### config.mk
export PLATFORM = sky130hd
export DESIGN_NAME = pio_cycle_timer
export DESIGN_NICKNAME = d
export VERILOG_FILES = /design/src/rtl/pio_timer_pkg.sv /design/src/rtl/pio_timing_select.sv /design/src/rtl/pio_phase_seq.sv /design/src/rtl/pio_cycle_timer.sv
export SDC_FILE = /design/constraint.sdc
export NUM_CORES = 1
export LEC_CHECK = 0
export BUFFER_PORTS_ARGS = -buffer_cell sky130_fd_sc_hd__buf_2
export CAP_MARGIN = 20
export CORE_ASPECT_RATIO = 0.9
export CORE_UTILIZATION = 50
export DETAILED_ROUTE_END_ITERATION = 8
export PLACE_DENSITY_LB_ADDON = 0.05
export SYNTH_ARGS = -nofsm -noshare
export SYNTH_HDL_FRONTEND = slang
export SYNTH_SLANG_ARGS = --single-unit
### constraint.sdc
create_clock -name clk -period 3.18 [get_ports clk]
set_input_delay 0.636 -clock clk [delete_from_list [all_inputs] [get_ports clk]]
set_output_delay 0.636 -clock clk [all_outputs]
set_load 0.03 [all_outputs]
### src/rtl/pio_timer_pkg.sv
package pio_timer_pkg;
   localparam int CNT_W = 5;

   typedef enum logic [1:0] {
      PH_IDLE,
      PH_SETUP,
      PH_ACTIVE,
      PH_RECOVER
   } phase_t;

   typedef struct packed {
      logic [CNT_W-1:0] setup;
      logic [CNT_W-1:0] active;
      logic [CNT_W-1:0] recover;
   } cyc_times_t;

   function automatic logic [CNT_W-1:0] dec_setup(input logic [1:0] code);
      case (code)
         2'b00:   return CNT_W'(3);
         2'b01:   return CNT_W'(1);
         2'b10:   return CNT_W'(2);
         default: return CNT_W'(4);
      endcase
   endfunction

   function automatic logic [CNT_W-1:0] dec_active(input logic [3:0] code);
      if (code == 4'd0)      return CNT_W'(16);
      else if (code <= 4'd2) return CNT_W'(2);
      else                   return CNT_W'(code);
   endfunction

   function automatic logic [CNT_W-1:0] dec_cmd_rec(input logic [3:0] code);
      return (code == 4'd0) ? CNT_W'(16) : CNT_W'(code);
   endfunction

   function automatic logic [CNT_W-1:0] dec_data_rec(input logic [3:0] code,
                                                     input logic       wr);
      if (code == 4'd0)      return CNT_W'(16);
      else if (code <= 4'd2) return wr ? CNT_W'(5) : CNT_W'(4);
      else                   return CNT_W'(code) + CNT_W'(2);
   endfunction
endpackage

### src/rtl/pio_timing_select.sv
module pio_timing_select
   import pio_timer_pkg::*;
#(
   parameter int DRIVES = 4,
   parameter int SETS   = 2,
   localparam int DRV_W = $clog2(DRIVES)
)(
   input  logic [DRV_W-1:0] drive,
   input  logic             write,
   input  logic             data_port,
   input  logic             map_by_pair,
   input  logic [7:0]       cmd_timing,
   input  logic [7:0]       set_addr [SETS],
   input  logic [7:0]       set_rw   [SETS],
   output cyc_times_t       times
);
   generate
      if (SETS != 2) begin : g_bad_sets
         $error("pio_timing_select supports exactly two timing sets");
      end
   endgenerate

   logic       set_idx;
   logic [7:0] addr_b;
   logic [7:0] rw_b;

   // mapping select: split by odd/even drive or by drive pair
   assign set_idx = map_by_pair ? drive[DRV_W-1] : drive[0];
   assign addr_b  = set_addr[set_idx];
   assign rw_b    = set_rw[set_idx];

   always_comb begin
      times.setup = dec_setup(addr_b[7:6]);
      if (data_port) begin
         times.active  = dec_active(write ? rw_b[3:0] : rw_b[7:4]);
         times.recover = dec_data_rec(addr_b[3:0], write);
      end else begin
         times.active  = dec_active(cmd_timing[7:4]);
         times.recover = dec_cmd_rec(cmd_timing[3:0]);
      end
   end
endmodule

### src/rtl/pio_phase_seq.sv
module pio_phase_seq
   import pio_timer_pkg::*;
(
   input  logic       clk,
   input  logic       rst_n,
   input  logic       start,
   input  cyc_times_t times,
   input  logic       ready,
   output phase_t     phase,
   output logic       busy
);
   logic [CNT_W-1:0] cnt;
   logic [CNT_W-1:0] act_q;
   logic [CNT_W-1:0] rec_q;

   always_ff @(posedge clk) begin
      if (!rst_n) begin
         phase <= PH_IDLE;
         cnt   <= '0;
         act_q <= '0;
         rec_q <= '0;
      end else begin
         case (phase)
            PH_IDLE: if (start) begin
               phase <= PH_SETUP;
               cnt   <= times.setup - 1'b1;
               act_q <= times.active;
               rec_q <= times.recover;
            end
            PH_SETUP: if (cnt == '0) begin
               phase <= PH_ACTIVE;
               cnt   <= act_q - 1'b1;
            end else begin
               cnt <= cnt - 1'b1;
            end
            PH_ACTIVE: if (cnt != '0) begin
               cnt <= cnt - 1'b1;
            end else if (ready) begin
               phase <= PH_RECOVER;
               cnt   <= rec_q - 1'b1;
            end
            default: if (cnt == '0) begin
               phase <= PH_IDLE;
            end else begin
               cnt <= cnt - 1'b1;
            end
         endcase
      end
   end

   assign busy = (phase != PH_IDLE);

   AST_HOLD_NOT_READY: assert property (@(posedge clk) disable iff (!rst_n)
      (phase == PH_ACTIVE && cnt == '0 && !ready) |=> (phase == PH_ACTIVE));
   AST_CNT_RANGE: assert property (@(posedge clk) disable iff (!rst_n)
      cnt <= CNT_W'(16));
   AST_ACTIVE_LEGAL: assert property (@(posedge clk) disable iff (!rst_n)
      (phase == PH_IDLE && start) |-> (times.active >= CNT_W'(2) && times.active <= CNT_W'(16)));
   AST_RECOVER_EXIT: assert property (@(posedge clk) disable iff (!rst_n)
      (phase == PH_RECOVER) |=> (phase == PH_RECOVER || phase == PH_IDLE));
endmodule

### src/rtl/pio_cycle_timer.sv
module pio_cycle_timer
   import pio_timer_pkg::*;
#(
   parameter int DRIVES   = 4,
   parameter bit IORDY_EN = 1'b1,
   localparam int DRV_W   = $clog2(DRIVES)
)(
   input  logic             clk,
   input  logic             rst_n,
   input  logic             req_valid,
   input  logic [DRV_W-1:0] req_drive,
   input  logic             req_write,
   input  logic             req_data,
   input  logic             map_by_pair,
   input  logic [7:0]       cmd_timing,
   input  logic [7:0]       set0_addr,
   input  logic [7:0]       set0_rw,
   input  logic [7:0]       set1_addr,
   input  logic [7:0]       set1_rw,
   input  logic             iordy,
   output logic             busy,
   output logic             rd_strobe,
   output logic             wr_strobe,
   output logic [DRV_W-1:0] cyc_drive
);
   generate
      if (DRIVES != 4) begin : g_bad_drives
         $error("pio_cycle_timer expects four drives");
      end
   endgenerate

   cyc_times_t times;
   phase_t     phase;
   logic       start;
   logic       ready_s;
   logic       write_q;
   logic [7:0] set_addr [2];
   logic [7:0] set_rw   [2];

   assign set_addr[0] = set0_addr;
   assign set_addr[1] = set1_addr;
   assign set_rw[0]   = set0_rw;
   assign set_rw[1]   = set1_rw;

   generate
      if (IORDY_EN) begin : g_iordy
         assign ready_s = iordy;
      end else begin : g_no_iordy
         assign ready_s = 1'b1;
      end
   endgenerate

   assign start = req_valid && !busy;

   pio_timing_select #(.DRIVES(DRIVES), .SETS(2)) u_sel (
      .drive       (req_drive),
      .write       (req_write),
      .data_port   (req_data),
      .map_by_pair (map_by_pair),
      .cmd_timing  (cmd_timing),
      .set_addr    (set_addr),
      .set_rw      (set_rw),
      .times       (times)
   );

   pio_phase_seq u_seq (
      .clk   (clk),
      .rst_n (rst_n),
      .start (start),
      .times (times),
      .ready (ready_s),
      .phase (phase),
      .busy  (busy)
   );

   always_ff @(posedge clk) begin
      if (!rst_n) begin
         write_q   <= 1'b0;
         cyc_drive <= '0;
      end else if (start) begin
         write_q   <= req_write;
         cyc_drive <= req_drive;
      end
   end

   assign rd_strobe = (phase == PH_ACTIVE) && !write_q;
   assign wr_strobe = (phase == PH_ACTIVE) &&  write_q;

   AST_STROBE_EXCL: assert property (@(posedge clk) disable iff (!rst_n)
      !(rd_strobe && wr_strobe));
   AST_STROBE_IN_CYCLE: assert property (@(posedge clk) disable iff (!rst_n)
      (rd_strobe || wr_strobe) |-> busy);
   AST_DRIVE_STABLE: assert property (@(posedge clk) disable iff (!rst_n)
      (busy && $past(busy)) |-> $stable(cyc_drive));
   AST_NO_STROBE_AT_START: assert property (@(posedge clk) disable iff (!rst_n)
      (!busy && req_valid) |=> (busy && !rd_strobe && !wr_strobe));
endmodule

== Yosys cells after proc, flatten, opt, wreduce, memory -nomap -nowiden ==
Cells that the tools add are included.
Storage, ports and cells
  input bits: 49
  bits in registers: 20
  logic and storage cells: 74
  memory bits (read-only): 0
  output and inout port bits: 5
  memory bits (writable): 0
  memories: 0
  bits in latches: 0
Cells by class
  shift-type cells: 0
  magnitude comparators: 4
  reduce and logical (&&, ||, !) cells: 18
  divide/modulo/power cells: 0
  multiply operators: 0
  bitwise logic cells: 1
  add/sub/neg operators: 5
  muxes and demuxes: 30
  eq/ne operators: 10
Operators by type and width (count)
  $mux 5: 10
  $mux 8: 6
  $logic_not 4->1: 4
  $pmux 5 s3: 1
  $sub 5x1->5 const B: 3
  $le 4x2->1 const B: 3
  $mux 4: 3
  $mux 10: 1
  $mux 2: 5
  $pmux 3 s3: 1
  $ne 2x2->1 const B: 3
  $pmux 2 s3: 1
  $add 4x2->5 const B: 1
  $logic_not 5->1: 1
  $reduce_and 5->1: 1
  $reduce_bool 5->1: 1
  $eq 2x1->1 const B: 2
  $eq 2x2->1 const B: 2
  $logic_not 2->1: 2
  $ne 4x4->1 const B: 1
  $sub 3x1->4 const B: 1
  $logic_and 1x1->1: 3
  $ne 3x2->1 const B: 1
  $reduce_and 3->1: 1
  other kinds (8): 10

== Depth between registers and ports, before layout ==
  depth after elaboration: 10
  gate-level depth with buffers: 10

== Modules after synthesis ==
From an unflattened synthesis, not the netlist that was laid out.
Second synthesis, totals
  cells, all modules: 234
  area total of the unflattened synthesis: 1839.3 sq um
Modules (own cells, without submodules)
  pio_phase_seq: cells an instance 146, times used 1, area each 1152.4 sq um
  pio_timing_select: cells an instance 72, times used 1, area each 533.0 sq um
  pio_cycle_timer: cells an instance 16, times used 1, area each 153.9 sq um

== Worst setup path before layout ==
OpenSTA, ideal clock, no wires.
  kind: input port to flip-flop
  from: input port map_by_pair
  to: register u_seq.cnt[4]
  stages: 10
  library setup time: 60 ps
  arrival: 2521 ps
  setup slack: 599 ps
  path through: mux2i_2 buf_6 buf_2 mux2_2 ha_1 nand2b_1 o22ai_1 a22oi_1 o21ai_0 and3_1
Between the ends
  word-level cells in the longest chain between the ends: 10
  elaborated cells between the ends (all ways): 12
  those cells by class: add/sub (1); eq/ne (2); mux (7); bitwise (1); reduce/logical (1)
RTL lines
  start, declared: RTL line pio_cycle_timer.sv:14  | input logic map_by_pair,
  $mux 1 *: RTL line pio_timing_select.sv:28  | assign set_idx = map_by_pair ? drive[DRV_W-1] : drive[0];
  $not 1->2 (not written as such) *: RTL line pio_timing_select.sv:29  | assign addr_b = set_addr[set_idx];
  $mux 8 (not written as such) * (3 in a row): RTL line pio_timing_select.sv:29
  $eq 2x2->1, or another cell as far along: RTL line pio_timer_pkg.sv:18  | case (code)
  $pmux 3 s3 *: RTL line pio_timer_pkg.sv:18
  $sub 3x1->4 *: RTL line pio_phase_seq.sv:26  | cnt <= times.setup - 1'b1;
  $mux 5 *: RTL line pio_phase_seq.sv:24  | PH_IDLE: if (start) begin
  $pmux 5 s3 *: RTL line pio_phase_seq.sv:23  | case (phase)
  end signal, assigned: RTL line pio_phase_seq.sv:26
  end signal, assigned: RTL line pio_phase_seq.sv:32  | cnt <= act_q - 1'b1;
  end signal, assigned: RTL line pio_phase_seq.sv:34  | cnt <= cnt - 1'b1;
  end, declared: RTL line pio_phase_seq.sv:12  | logic [CNT_W-1:0] cnt;
Every way passes the cells marked *; elsewhere a longest branch is shown, timed or not. The select of a mux whose other input is x is not followed.
A chain may end at the register's enable or synchronous reset.

== Worst setup path after layout ==
Same ends and word-level chain as after synthesis.

==> results.md <==
Job:
- Across the run, the number of max-cap violations was 0.

Hold path:
- The worst hold path class is reg2reg.

Power:
- The total net switching power is 0.0006939 W.
- The share of power burned in registers is 0.262.
- The share of total power dissipated in combinational logic is 0.611.
- The proportion of power drawn by the clock network is 0.128.
- The internal power is 0.0008340 W.
- IR analysis of the VDD net gives a maximum drop of 0.5609 mV.
- For this design the static power due to leakage is 0.9135 nW.
- The power density over cell area is 721.3 nW/um2.
- Of the total power, the share spent switching nets is 0.4542.
- The completed layout was analyzed and its total power is 0.001528 W.

Cells and area:
- The count of placed standard cells in the final layout, fillers left out is 312.
- 0 antenna diodes ended up in the layout.
- After filler insertion, the fill cell instance count of the layout stands at 344.
- Summing all multi-input logic gate instances after layout gives 1299 um2.
- From synthesis to final layout, the design area changed by 17.41%.
- The ratio of cells with drive above 1 in the final layout is 0.2612.
- The sequential cell area is 400.4 um2.
- The number of nets at the end of the flow is 330.
- After routing the design area is 2118 um2.

Clock network:
- The clock sink total is 20.
- The clock tree root driver cell is clkbuf_8.
- The clock tree from TritonCTS is done.
- Clock latency on the worst-skew pair, taken at its later pin, is 260 ps.
- CTS built an H-tree with a depth of 1.
- The hold buffer count at cts is 0.
- The buffer count from post-CTS setup fixing is 0.
- The clock passes through at most 2 buffers.
- After clock tree synthesis, the clock-pin slew on the worst setup and hold paths is 80 ps.
- In this run, post-CTS repair resized a total of 0 instances.
- In this run, CTS created clock tree buffers numbering 3.

Yosys:
- The warning count from the yosys run is 0.
- Among all flip-flop cells after synthesis, the most frequent one is dfxtp_1.
- Of the post-synthesis cell area, the dominant cell type holds 0.2219.
- Yosys instantiated no cell more often than a21oi_1.
- Yosys attributes the largest share of cell area to dfxtp_1 (22%), ha_1 (8.3%), a21oi_1 (6.4%).
- Summed over all instances, the cell type with the most area after synthesis is dfxtp_1.
- The number of different library cells used by synthesis comes to 49.
- The count of mapped cells out of synthesis is 225.
- For this run, the register share of the synthesized area comes to 0.2219.
- The average instance in the mapped netlist occupies 8.019 um2.
- The mapped netlist covers 1804 um2.
- After synthesis the netlist holds a flip-flop and latch count of 20.
- By count the netlist is led by a21oi_1 (23), dfxtp_1 (20), nor2_1 (18).
- The number of nets handed over by synthesis was 286.
- In this run, synthesis inferred 0 flip-flops with an integrated enable.
- The proportion of synthesized flip-flops having asynchronous set or reset is 0.

Drt:
- The first-iteration detailed-routing DRC count is 123.
- The average wire per standard cell is 13.61 um.
- In the routed design, unresolved DRC markers number 0.
- Summed over all layers, the routed wires come to 4.245 mm.
- The count of TritonRoute iterations in the first routing pass is 4.
- The remaining number of nets flagged by the antenna check after routing is 0.
- The routed layout has 1799 vias.
- The via count normalized by instance count is 5.766.

GRT:
- The overall fraction of global-route tracks in use is 0.2333.
- The number of global-route vias before repair came to 1577.
- The remaining global-route overflow is 0.
- The first global-routing pass estimated 6.996 mm of wire.
- Entering global routing, the biggest net connects 20 pins.
- The number of antenna violations at the first check in global routing is 0.

Worst setup path:
- Walking the worst path, the cells encountered are buf_2, mux2i_2, mux2_2, ha_1, nand2b_1, o22ai_1, a22oi_1, o21ai_0, and3_1.
- The worst setup path is captured at a register.
- The reg-to-reg critical path endpoint is u_seq.act_q[1].
- In this run the worst setup path begins at map_by_pair.
- For the worst setup path, the data arrival time is 2440 ps.
- For this design, the slowest cell found on the critical path is mux2_2.
- The startpoint type of the worst setup path is an input port.
- The launch point of the worst reg-to-reg path is u_seq.phase[0].
- Setup slack on the worst reg-to-reg path comes out at 1240 ps.
- In this design, the stage delay of the slowest critical-path cell is 420 ps.
- The maximum fanout along the worst path is 4.
- The number of cells traversed by the worst register-to-register path is 5.
- The capture point of the critical path is u_seq.cnt[4].
- The data required time at the worst endpoint is 3380 ps.
- The critical path in this run is classified as in2reg.

Floorplan:
- The number of top-level pins is 54.
- The floorplan step set the die height to 58.99 um.
- The full die area is 3853 um2.
- After floorplanning, the core was divided into 20 placement rows.
- The overall die width is 65.32 um.
- The area inside the core boundary is 3403 um2.
- For this configuration, the core starts out at a cell density of 0.5301.

STA:
- The max-slew violation count is 0.
- Setup repair after global routing left no endpoint under its margin.
- The worst path needs 2233 ps of the cycle, external delays included.
- The count of final hold-check violations is 0.
- The largest clock skew in the final design is 3.047 ps.
- At the pin with the least slew margin, the transition time is 547.4 ps.
- The maximum clock rate is 447.7 MHz.
- The final critical-path setup slack is 946.6 ps.
- The worst slew margin relative to its limit is 0.6333.
- The total negative setup slack is 0 ps.
- The share of the cycle needed by the critical path after routing is 0.7023.
- The setup violation total in the final timing report is 0.

Placed design:
- After detailed placement, the design holds a cell count of 308.
- The number of buffers inserted by port buffering is 49.
- Before CTS, the worst setup slack after placement is 688.1 ps.
- In this run the cell area measured after placement is 2063 um2.
- The final weighted congestion in routability-driven placement is 0.8345.
- Once detailed placement completed, the half-perimeter wirelength came to 3.267 mm.

Run status:
- The run finished with clean final reports.
==> layout make-up <==
class | instances | area share
multi-input combinational | 180 | 0.6131
timing repair buffer | 51 | 0.1229
tap | 44 | 0.02599
clock buffer | 4 | 0.02599
inverter | 13 | 0.02304
sequential | 20 | 0.1890
==> kinds of logic (layout without fill, tap and decap cells) <==
group,after synthesis,count (layout),share of synthesized area
simple gates,74,74,0.2171
mux,16,16,0.1262
xor+xnor,8,8,0.03884
buf+inv,25,68,0.05825
compound gates,70,70,0.2545
flops,20,20,0.2219
fa+ha+maj,12,12,0.08322
==> flip-flops by register name (all words and copies together) (netlist names) <==
register / flops
u_seq.rec_q: 5
u_seq.act_q: 5
write_q: 1
u_seq.phase: 2
cyc_drive: 2
u_seq.cnt: 5
==> layout by cell type (no fill, tap or decap), drive strengths merged, types with 7 or more instances in the layout <==
cell type,count
o21ai,14
nor3,9
mux2i,7
nand2,17
dfxtp,20
nor2,18
inv,13
ha,12
buf,51
a21oi,24
==> per-layer routing <==
layer | up-vias | part of all wire | GRT usage
met5 | - | 0 | 0
met4 | 0 | 0.0021 | 0.02795
met3 | 2 | 0.045 | 0.04423
met2 | 42 | 0.43 | 0.3579
met1 | 830 | 0.52 | 0.3475
li1 | 925 | - | -
==> power by group through the flow <==
stage	clock network [W]	registers [W]	logic, W
finish	0.000195	0.000400	0.000933
global route	0.000209	0.000412	0.00103
CTS	0.000205	0.000399	0.000924
detailed placement	0	0.000404	0.000918
global placement	0	0.000404	0.000912
floorplan	0	0.000396	0.000718
==> how the worst min path moves through the flow <==
stage,startpoint,cells past startpoint,end
floorplan,u_seq.rec_q[1],2,u_seq.rec_q[1]
global placement,cyc_drive[0],2,cyc_drive[0]
detailed placement,cyc_drive[0],2,cyc_drive[0]
CTS,cyc_drive[1],2,cyc_drive[1]
global route,cyc_drive[0],2,cyc_drive[0]
finish,cyc_drive[1],2,cyc_drive[1]
==> critical path, delay by kind of cell <==
family / cells / cell delay (ps)
compound gates: 3 / 490
fa+ha+maj: 1 / 200
mux: 2 / 690
buf+inv: 1 / 90
simple gates: 2 / 320
==> per-stage QoR <==
step | utilization | hold slack, ps
6_report | 0.6224 | 461.3
5_1_grt | 0.6224 | 485.7
4_1_cts | 0.6224 | 460.4
3_5_place_dp | 0.6063 | 446.9
3_3_place_gp | 0.6063 | 448.8
2_1_floorplan | - | 445.0
Power figures use the tool's default switching activity.
